**config.mk**
```make
export PLATFORM = sky130hd
export DESIGN_NAME = gpio_bank
export DESIGN_NICKNAME = d
export VERILOG_FILES = /design/src/rtl/gpio_pkg.sv /design/src/rtl/gpio_ctl_regs.sv /design/src/rtl/gpio_in_sync.sv /design/src/rtl/gpio_bank.sv
export SDC_FILE = /design/constraint.sdc
export NUM_CORES = 1
export LEC_CHECK = 0
export ABC_CLOCK_PERIOD_IN_PS = 2700
export BUFFER_PORTS_ARGS = -buffer_cell sky130_fd_sc_hd__buf_2
export CAP_MARGIN = 10
export CORE_ASPECT_RATIO = 1.25
export CORE_MARGIN = 5
export CORE_UTILIZATION = 31
export CTS_BUF_LIST = sky130_fd_sc_hd__clkbuf_8
export DETAILED_ROUTE_END_ITERATION = 10
export HOLD_SLACK_MARGIN = 0.12
export RECOVER_POWER = 100
export SETUP_SLACK_MARGIN = 0.05
export SYNTH_ARGS = -nofsm -noshare
export SYNTH_HDL_FRONTEND = slang
export SYNTH_SLANG_ARGS = --single-unit
```
**constraint.sdc**
```tcl
create_clock -name clk -period 2.7 [get_ports clk]
set_clock_uncertainty 0.15 [all_clocks]
set_input_delay 0 -clock clk [delete_from_list [all_inputs] [get_ports clk]]
set_output_delay 0 -clock clk [all_outputs]
set_load 0.05 [all_outputs]
```
**src/rtl/gpio_pkg.sv**
```systemverilog
package gpio_pkg;

    localparam int BUS_W  = 32;
    localparam int ADDR_W = 3;

    localparam logic [3:0] VER_MAJOR = 4'd2;
    localparam logic [3:0] VER_MINOR = 4'd1;

    localparam int OFF_BIT = 0;

    typedef enum logic [ADDR_W-1:0] {
        SEL_VER  = 3'd0,
        SEL_CTRL = 3'd1,
        SEL_DIR  = 3'd2,
        SEL_DIN  = 3'd3,
        SEL_DOUT = 3'd4,
        SEL_SET  = 3'd5,
        SEL_CLR  = 3'd6,
        SEL_NONE = 3'd7
    } reg_sel_e;

    typedef struct packed {
        logic             wr;
        reg_sel_e         sel;
        logic [BUS_W-1:0] data;
    } bus_cmd_t;

    function automatic bus_cmd_t make_cmd(input logic wr,
                                          input logic [ADDR_W-1:0] addr,
                                          input logic [BUS_W-1:0] data);
        bus_cmd_t c;
        c.wr   = wr;
        c.sel  = reg_sel_e'(addr);
        c.data = data;
        return c;
    endfunction

    function automatic logic [BUS_W-1:0] version_word();
        return {{(BUS_W-8){1'b0}}, VER_MAJOR, VER_MINOR};
    endfunction

endpackage

```
**src/rtl/gpio_ctl_regs.sv**
```systemverilog
module gpio_ctl_regs
    import gpio_pkg::*;
#(
    parameter int N_PINS = 32
) (
    input  logic              clk,
    input  logic              rst,
    input  bus_cmd_t          cmd,
    output logic [N_PINS-1:0] dir_q,
    output logic [N_PINS-1:0] dout_q,
    output logic              off_q
);

    logic [N_PINS-1:0] wval;
    assign wval = cmd.data[N_PINS-1:0];

    always_ff @(posedge clk) begin
        if (rst) begin
            dir_q  <= '1;
            dout_q <= '0;
            off_q  <= 1'b0;
        end else if (cmd.wr) begin
            case (cmd.sel)
                SEL_CTRL: off_q  <= cmd.data[OFF_BIT];
                SEL_DIR:  dir_q  <= wval;
                SEL_DOUT: dout_q <= wval;
                SEL_SET:  dout_q <= dout_q | wval;
                SEL_CLR:  dout_q <= dout_q & ~wval;
                default: ;
            endcase
        end
    end

    AST_SET_ALIAS: assert property (@(posedge clk) disable iff (rst)
        (cmd.wr && cmd.sel == SEL_SET) |=> dout_q == ($past(dout_q) | $past(wval)));
    AST_CLR_ALIAS: assert property (@(posedge clk) disable iff (rst)
        (cmd.wr && cmd.sel == SEL_CLR) |=> dout_q == ($past(dout_q) & ~$past(wval)));
    AST_DOUT_WORD: assert property (@(posedge clk) disable iff (rst)
        (cmd.wr && cmd.sel == SEL_DOUT) |=> dout_q == $past(wval));
    AST_DOUT_HOLD: assert property (@(posedge clk) disable iff (rst)
        !(cmd.wr && (cmd.sel == SEL_DOUT || cmd.sel == SEL_SET || cmd.sel == SEL_CLR))
        |=> $stable(dout_q));
    AST_DIR_WORD: assert property (@(posedge clk) disable iff (rst)
        (cmd.wr && cmd.sel == SEL_DIR) |=> dir_q == $past(wval));

endmodule

```
**src/rtl/gpio_in_sync.sv**
```systemverilog
module gpio_in_sync #(
    parameter int N_PINS = 32,
    parameter int STAGES = 2
) (
    input  logic              clk,
    input  logic              rst,
    input  logic              hold,
    input  logic [N_PINS-1:0] pad_in,
    output logic [N_PINS-1:0] sampled
);

    logic [N_PINS-1:0] stg [STAGES];

    generate
        for (genvar i = 0; i < STAGES; i++) begin : g_stage
            logic [N_PINS-1:0] src;
            if (i == 0) begin : g_first
                assign src = pad_in;
            end else begin : g_next
                assign src = stg[i-1];
            end
            always_ff @(posedge clk) begin
                if (rst)        stg[i] <= '0;
                else if (!hold) stg[i] <= src;
            end
        end
    endgenerate

    assign sampled = stg[STAGES-1];

    AST_FREEZE: assert property (@(posedge clk) disable iff (rst)
        hold |=> $stable(sampled));
    AST_LAST_STAGE: assert property (@(posedge clk) disable iff (rst)
        !hold |=> sampled == $past(stg[STAGES-2]));

endmodule

```
**src/rtl/gpio_bank.sv**
```systemverilog
module gpio_bank
    import gpio_pkg::*;
#(
    parameter int N_PINS      = 32,
    parameter int SYNC_STAGES = 2
) (
    input  logic              clk,
    input  logic              rst,
    input  logic              bus_wr,
    input  logic [2:0]        bus_addr,
    input  logic [31:0]       bus_wdata,
    output logic [31:0]       bus_rdata,
    input  logic [N_PINS-1:0] pad_in,
    output logic [N_PINS-1:0] pad_oe,
    output logic [N_PINS-1:0] pad_out
);

    bus_cmd_t          cmd;
    logic [N_PINS-1:0] dir_q;
    logic [N_PINS-1:0] dout_q;
    logic [N_PINS-1:0] din_q;
    logic              off_q;

    assign cmd = make_cmd(bus_wr, bus_addr, bus_wdata);

    gpio_ctl_regs #(.N_PINS(N_PINS)) u_regs (
        .clk    (clk),
        .rst    (rst),
        .cmd    (cmd),
        .dir_q  (dir_q),
        .dout_q (dout_q),
        .off_q  (off_q)
    );

    gpio_in_sync #(.N_PINS(N_PINS), .STAGES(SYNC_STAGES)) u_sync (
        .clk     (clk),
        .rst     (rst),
        .hold    (off_q),
        .pad_in  (pad_in),
        .sampled (din_q)
    );

    assign pad_oe  = ~dir_q;
    assign pad_out = dout_q;

    always_comb begin
        case (cmd.sel)
            SEL_VER:  bus_rdata = version_word();
            SEL_CTRL: bus_rdata = {{(BUS_W-1){1'b0}}, off_q};
            SEL_DIR:  bus_rdata = BUS_W'(dir_q);
            SEL_DIN:  bus_rdata = BUS_W'(din_q);
            SEL_DOUT,
            SEL_SET,
            SEL_CLR:  bus_rdata = BUS_W'(dout_q);
            default:  bus_rdata = '0;
        endcase
    end

    AST_ALIAS_READ: assert property (@(posedge clk) disable iff (rst)
        (bus_addr == 3'd5 || bus_addr == 3'd6) |-> bus_rdata == BUS_W'(pad_out));
    AST_OE_FROM_DIR: assert property (@(posedge clk) disable iff (rst)
        (bus_addr == 3'd2) |-> bus_rdata == BUS_W'(~pad_oe));

endmodule

```
==> results of run 1 <==
flip-flops by register name, summed over array words and instances, names as in the netlist:
signal / count
u_regs.off_q: 1
u_regs.dir_q: 32
u_sync.stg: 64
u_regs.dout_q: 32
critical path, cell delays in order:
cell	delay (ns)
dlygate4sd3_1	0.54
buf_2	0.21
nand4bb_2	0.57
buf_4	0.40
a32oi_1	0.25
a211oi_1	0.10
dlygate4sd3_1	0.60
cell families after synthesis:
| logic type | Yosys count | share of synthesized area [%] |
|---|---|---|
| and+or+nand+nor | 142 | 13.4 |
| muxes | 32 | 5.68 |
| DFF | 129 | 57.1 |
| buffers and inverters | 78 | 6.27 |
| AOI/OAI and AO/OA | 131 | 17.5 |
power by group through the flow:
stage | logic, mW | clock network [mW] | registers, mW
3_5_place_dp | 0.698 | 0 | 2.23
4_1_cts | 0.794 | 1.49 | 2.19
3_3_place_gp | 0.687 | 0 | 2.23
5_1_grt | 0.829 | 1.58 | 2.20
2_1_floorplan | 0.412 | 0 | 2.29
6_report | 0.776 | 1.43 | 2.19
area by class of cell:
cell class,count,share of cell area (%)
Timing Repair Buffer,267,22.2
Clock buffer,17,3.01
Tap cell,228,3.67
Clock inverter,14,1.34
Sequential cell,129,41.5
Multi-Input combinational cell,305,26.7
Inverter,32,1.55
through the flow:
step	instances	setup slack [ns]	util (%)	hold WS [ns]	power [mW]
after floorplan	512	0.253	-	-0.0504	2.71
after global placement	872	0.861	37.0	0.0706	2.92
after detailed placement	872	0.834	37.0	0.0744	2.93
after CTS	992	0.339	43.8	0.139	4.47
after global routing	992	0.0927	43.1	0.157	4.61
final	992	0.194	43.1	0.185	4.40
synth_stat cells:
cell type / count
a211o_1: 32
a211oi_1: 33
a21boi_0: 1
a21oi_1: 1
a31o_2: 2
a32oi_1: 31
and2_1: 65
and4b_1: 1
and4bb_2: 1
buf_1: 1
buf_2: 19
buf_6: 5
clkbuf_1: 21
dfxtp_1: 65
edfxtp_1: 64
inv_1: 32
mux2i_1: 32
nand2_1: 33
nand2b_1: 2
nand3b_1: 1
nand4bb_1: 1
nor2_1: 34
nor2b_1: 1
nor3b_1: 2
nor4bb_4: 1
o21ai_0: 30
o31ai_1: 1
worst max path at each step:
stage / startpoint / end / cells past startpoint
floorplan: rst / u_sync.stg[0][0]$_SDFFCE_PN0P_ / 2
global placement: bus_addr[0] / u_regs.dout_q[14]$_SDFFE_PP0P_ / 5
detailed placement: bus_addr[0] / u_regs.dout_q[16]$_SDFFE_PP0P_ / 5
CTS: bus_addr[2] / u_regs.dout_q[29]$_SDFFE_PP0P_ / 7
global route: bus_addr[2] / bus_rdata[8] / 7
finish: bus_addr[1] / u_regs.dout_q[28]$_SDFFE_PP0P_ / 7
layer usage:
| metal | vias up | share of wire (%) | GRT usage (%) |
|---|---|---|---|
| met3 | 41 | 6.3 | 4.06 |
| met1 | 2325 | 41 | 19.7 |
| met5 | - | 0 | 0 |
| met2 | 216 | 50 | 26.6 |
| met4 | 0 | 2.6 | 7.67 |
| li1 | 2333 | - | - |
timing repair:
| item | in CTS | in global routing |
|---|---|---|
| resized for setup | 0 | 0 |
| hold buffers | 89 | 0 |
| endpoints found under the hold margin | 97 | 0 |
==> flow_summary.yaml, run 1 <==
run_status:
  status: "finished with violations"
  failed_checks: "capacitance limit, slew limit"
cts:
  cts.clk_slew.worst_paths_ns: 0.07
  cts-root-buf: "clkbuf_8"
  cts_tree: "yes"
  numClockSinks: 129
  cts_buffer_depth: 2
  cts_setup_buffers: 0
  htree_levels: 4
  cts_buffers: 17
  clk_latency_ns: 0.43
drt:
  via_per_inst: 4.95
  via_count: 4915
  drc: 0
  dr.pass1.iters: 5
  antenna_left: 0
  drt_iter0_drc: 340
  wl_um: 16800
  wl_per_cell_um: 17.0
floorplan:
  start_util_pct: 31.3
  die-area_sq_um: 21000
  die_h_um: 161
  fp.coreArea_sq_um: 18000
  io_pins: 166
  dieWidth_um: 131
  fp-row-count: 55
sta:
  max_clock_freq_mhz: 399
  max_slew_margin_pct: -5.51
  rsz0062_at_grt: "false"
  final-hold-violation-count: 0
  fin_setup_tns_ns: 0
  finalSetupViolCount: 0
  tightest_slew_ns: 1.58
  finalCriticalPeriod_ns: 2.51
  drv_slew: 65
  period_share_pct: 92.8
pwr:
  vdd_drop_max_mv: 0.264
  seq_power_share_pct: 49.8
  power_density_nw_per_um2: 566
  power.share.switching_pct: 29.2
  p_int_mw: 3.11
  pwr-share-comb_pct: 17.6
  clkPwrFrac_pct: 32.5
  p_leak_nw: 3.29
  p_switching_mw: 1.28
worst_hold_path:
  hold_class: "input pin to flip-flop"
  min-delay-start: "bus_wdata[21]"
  min_to: "u_regs.dout_q[21]$_SDFFE_PP0P_"
  hold_depth: 3
setup_path:
  cp.arrival_ns: 2.68
  critical_path_class: "input pin to flip-flop"
  start_kind: "input pin"
  reg2reg_from: "u_regs.off_q$_SDFFE_PP0P_"
  r2r_slack_ns: 0.62
  crit_path_end_kind: "flip-flop"
  critPathMaxFanout: 17
  worst_r2r_path_depth: 1
  r2r-end: "u_sync.stg[1][12]$_SDFFCE_PN0P_"
  crit_required_ns: 2.87
yosys:
  syn-num-nets: 582
  synth_top_area_share_pct: 34.1
  synth_cell_types: 27
  netlist_instances: 512
  synth_area_leaders: "edfxtp_1 (34%), dfxtp_1 (23%), and2_1 (7.2%)"
  ys_ff_latch: 129
  netlist_area_sq_um: 5640
  syn_area_per_cell_sq_um: 11.0
  synth_area_leader_cell: "edfxtp_1"
  synth_warnings: 0
  ys_seq_area_share_pct: 57.1
place:
  gp_congestion: 0.822
  port_buffers: 165
  dp_hpwl_um: 10800
  place_area_sq_um: 6670
job:
  max-cap-violations: 1
cells_and_area:
  fin_nets: 822
  layout_common_cells: "dlygate4sd3_1 (89), clkbuf_1 (82), buf_2 (71)"
  synthToLayoutAreaGrowth_pct: 37.6
  finalInstanceArea_sq_um: 7760
  drive_gt1_share_pct: 16.9
  num-fill-cells: 1793
  regArea_sq_um: 3220
  antenna_cells: 0
  final_common_cell: "dlygate4sd3_1"
  multi_input_area_sq_um: 2080
grt:
  grt_pass1_wl_um: 26500
  grt_usage_pct: 16.2
  grt-ovfl-total: 0
  grt_max_degree: 65
  grt_pass1_vias: 5125
  antenna_found_initial: 0
No activity file was read; power rests on OpenSTA's default activity.
==> run 2, diff against run 1 <==
- CORE_UTILIZATION: 31 -> 35
==> flow_summary.yaml, run 2 (synthesized netlist as in run 1, its figures left out) <==
cells_and_area:
  largest_reg_flops: 64
  antenna_cells: 0
  final_common_cell: "dlygate4sd3_1"
  num-fill-cells: 1485
  stdcell_count: 990
  synthToLayoutAreaGrowth_pct: 41.3
  fin_nets: 831
  finalInstanceArea_sq_um: 7970
  drive_gt1_share_pct: 17.7
  utilization_pct: 49.8
  largest_register: "u_sync.stg"
  layout_common_cells: "dlygate4sd3_1 (97), clkbuf_1 (80), buf_2 (68)"
  top_regs: "u_sync.stg x64, u_regs.dir_q x32, u_regs.dout_q x32"
drt:
  dr.pass1.iters: 5
  drc: 0
  via_per_inst: 4.94
  antenna_left: 0
  via_count: 4893
  drt_iter0_drc: 298
  wl_um: 15900
  wl_per_cell_um: 16.1
cts:
  clk_latency_ns: 0.44
  cts_buffers: 17
  cts.clk_slew.worst_paths_ns: 0.08
  htree_levels: 4
  cts-root-buf: "clkbuf_8"
  numClockSinks: 129
  cts_tree: "yes"
  cts_buffer_depth: 2
place:
  place_ws_ns: 0.667
  place_area_sq_um: 6670
  dp_hpwl_um: 10000
  place_inst: 858
  port_buffers: 165
  gp_congestion: 0.747
pwr:
  p_switching_mw: 1.32
  pwr-share-comb_pct: 16.4
  seq_power_share_pct: 45.6
  power.share.switching_pct: 27.4
  power_density_nw_per_um2: 602
  total_power_mw: 4.80
  vdd_drop_max_mv: 0.298
  p_leak_nw: 3.38
  p_int_mw: 3.48
  clkPwrFrac_pct: 38.0
setup_path:
  crit_chain: "dlygate4sd3_1 > clkbuf_2 > nand2_1 > dlygate4sd3_1 > o31ai_1 > dlygate4sd3_1 > a21oi_1 > dlygate4sd3_1"
  cp.arrival_ns: 2.88
  start_kind: "input pin"
  worst_path_max_delay_cell: "dlygate4sd3_1"
  crit_required_ns: 2.88
  cpPeakStageDelay_ns: 0.61
  critPathMaxFanout: 6
  critical_path_class: "input pin to flip-flop"
  cpMostUsedCell: "dlygate4sd3_1"
  crit_path_end_kind: "flip-flop"
sta:
  max_clock_freq_mhz: 371
  finalCriticalPeriod_ns: 2.70
  rsz0062_at_grt: "false"
  hold_ws_ns: 0.158
  drv_slew: 31
  tightest_slew_ns: 1.61
  layout_setup_ws_ns: 0.00127
  max_slew_margin_pct: -7.46
  finalSetupViolCount: 0
  period_share_pct: 100
  fin_setup_tns_ns: 0
  final-hold-violation-count: 0
grt:
  grt-ovfl-total: 0
  grt_max_degree: 66
  grt_pass1_wl_um: 24800
  antenna_found_initial: 0
  grt_pass1_vias: 4860
  grt_usage_pct: 17.0
worst_hold_path:
  hold_class: "input pin to flip-flop"
floorplan:
  dieWidth_um: 124
  start_util_pct: 35.3
  die_h_um: 152
  io_pins: 166
  die-area_sq_um: 18800
  fp-row-count: 52
  fp.coreArea_sq_um: 16000
run_status:
  failed_checks: "capacitance limit, slew limit"
  status: "finished with violations"
job:
  max-cap-violations: 1
## run 2: critical path: cells and delay by family
kind	cells	cell delay, ns
and+or+nand+nor	1	0.07
AOI/OAI and AO/OA	2	0.32
buffers and inverters	5	2.48
## run 2: path summary, 6_finish.rpt
path                                     end  cells after the start                            start  slack [ns]
min           u_regs.dout_q[17]$_SDFFE_PP0P_                      3                    bus_wdata[17]        0.16
max reg2reg  u_sync.stg[0][30]$_SDFFCE_PN0P_                      3        u_regs.off_q$_SDFFE_PP0P_        0.44
max            u_regs.dout_q[8]$_SDFFE_PP0P_                      8                           bus_wr       0.001
min reg2reg  u_sync.stg[1][26]$_SDFFCE_PN0P_                      1  u_sync.stg[0][26]$_SDFFCE_PN0P_        0.36
## run 2: timing repair
action | CTS | global route
setup endpoints to repair | 0 | 1
hold buffers | 97 | 0
buffers inserted | 0 | 3
hold endpoints to repair | 122 | 0
resized for setup | 0 | 3
## run 2: power groups by stage
stage	Sequential (mW)	Combinational, mW	Clock (mW)
CTS	2.19	0.804	1.87
detailed placement	2.23	0.697	0
global route	2.20	0.840	1.98
global placement	2.23	0.686	0
floorplan	2.29	0.412	0
finish	2.19	0.786	1.82
## run 2: routing by layer
layer | part of all wire, % | up-vias | global-route usage (%) | wire [um]
met5 | 0 | - | 0 | 0
met4 | 2.4 | 0 | 8.13 | 376
met3 | 7.3 | 29 | 4.50 | 1160
met2 | 49 | 212 | 27.9 | 7860
met1 | 41 | 2306 | 20.3 | 6500
li1 | - | 2346 | - | -
## run 2: layout make-up
cell class | instances | area (sq um) | area share (%)
multi-input combinational | 305 | 2070 | 26.0
clock inverter | 13 | 183 | 2.29
inverter | 32 | 120 | 1.51
clock buffer | 19 | 262 | 3.28
timing repair buffer | 276 | 1840 | 23.1
sequential | 129 | 3220 | 40.4
tap | 216 | 270 | 3.39
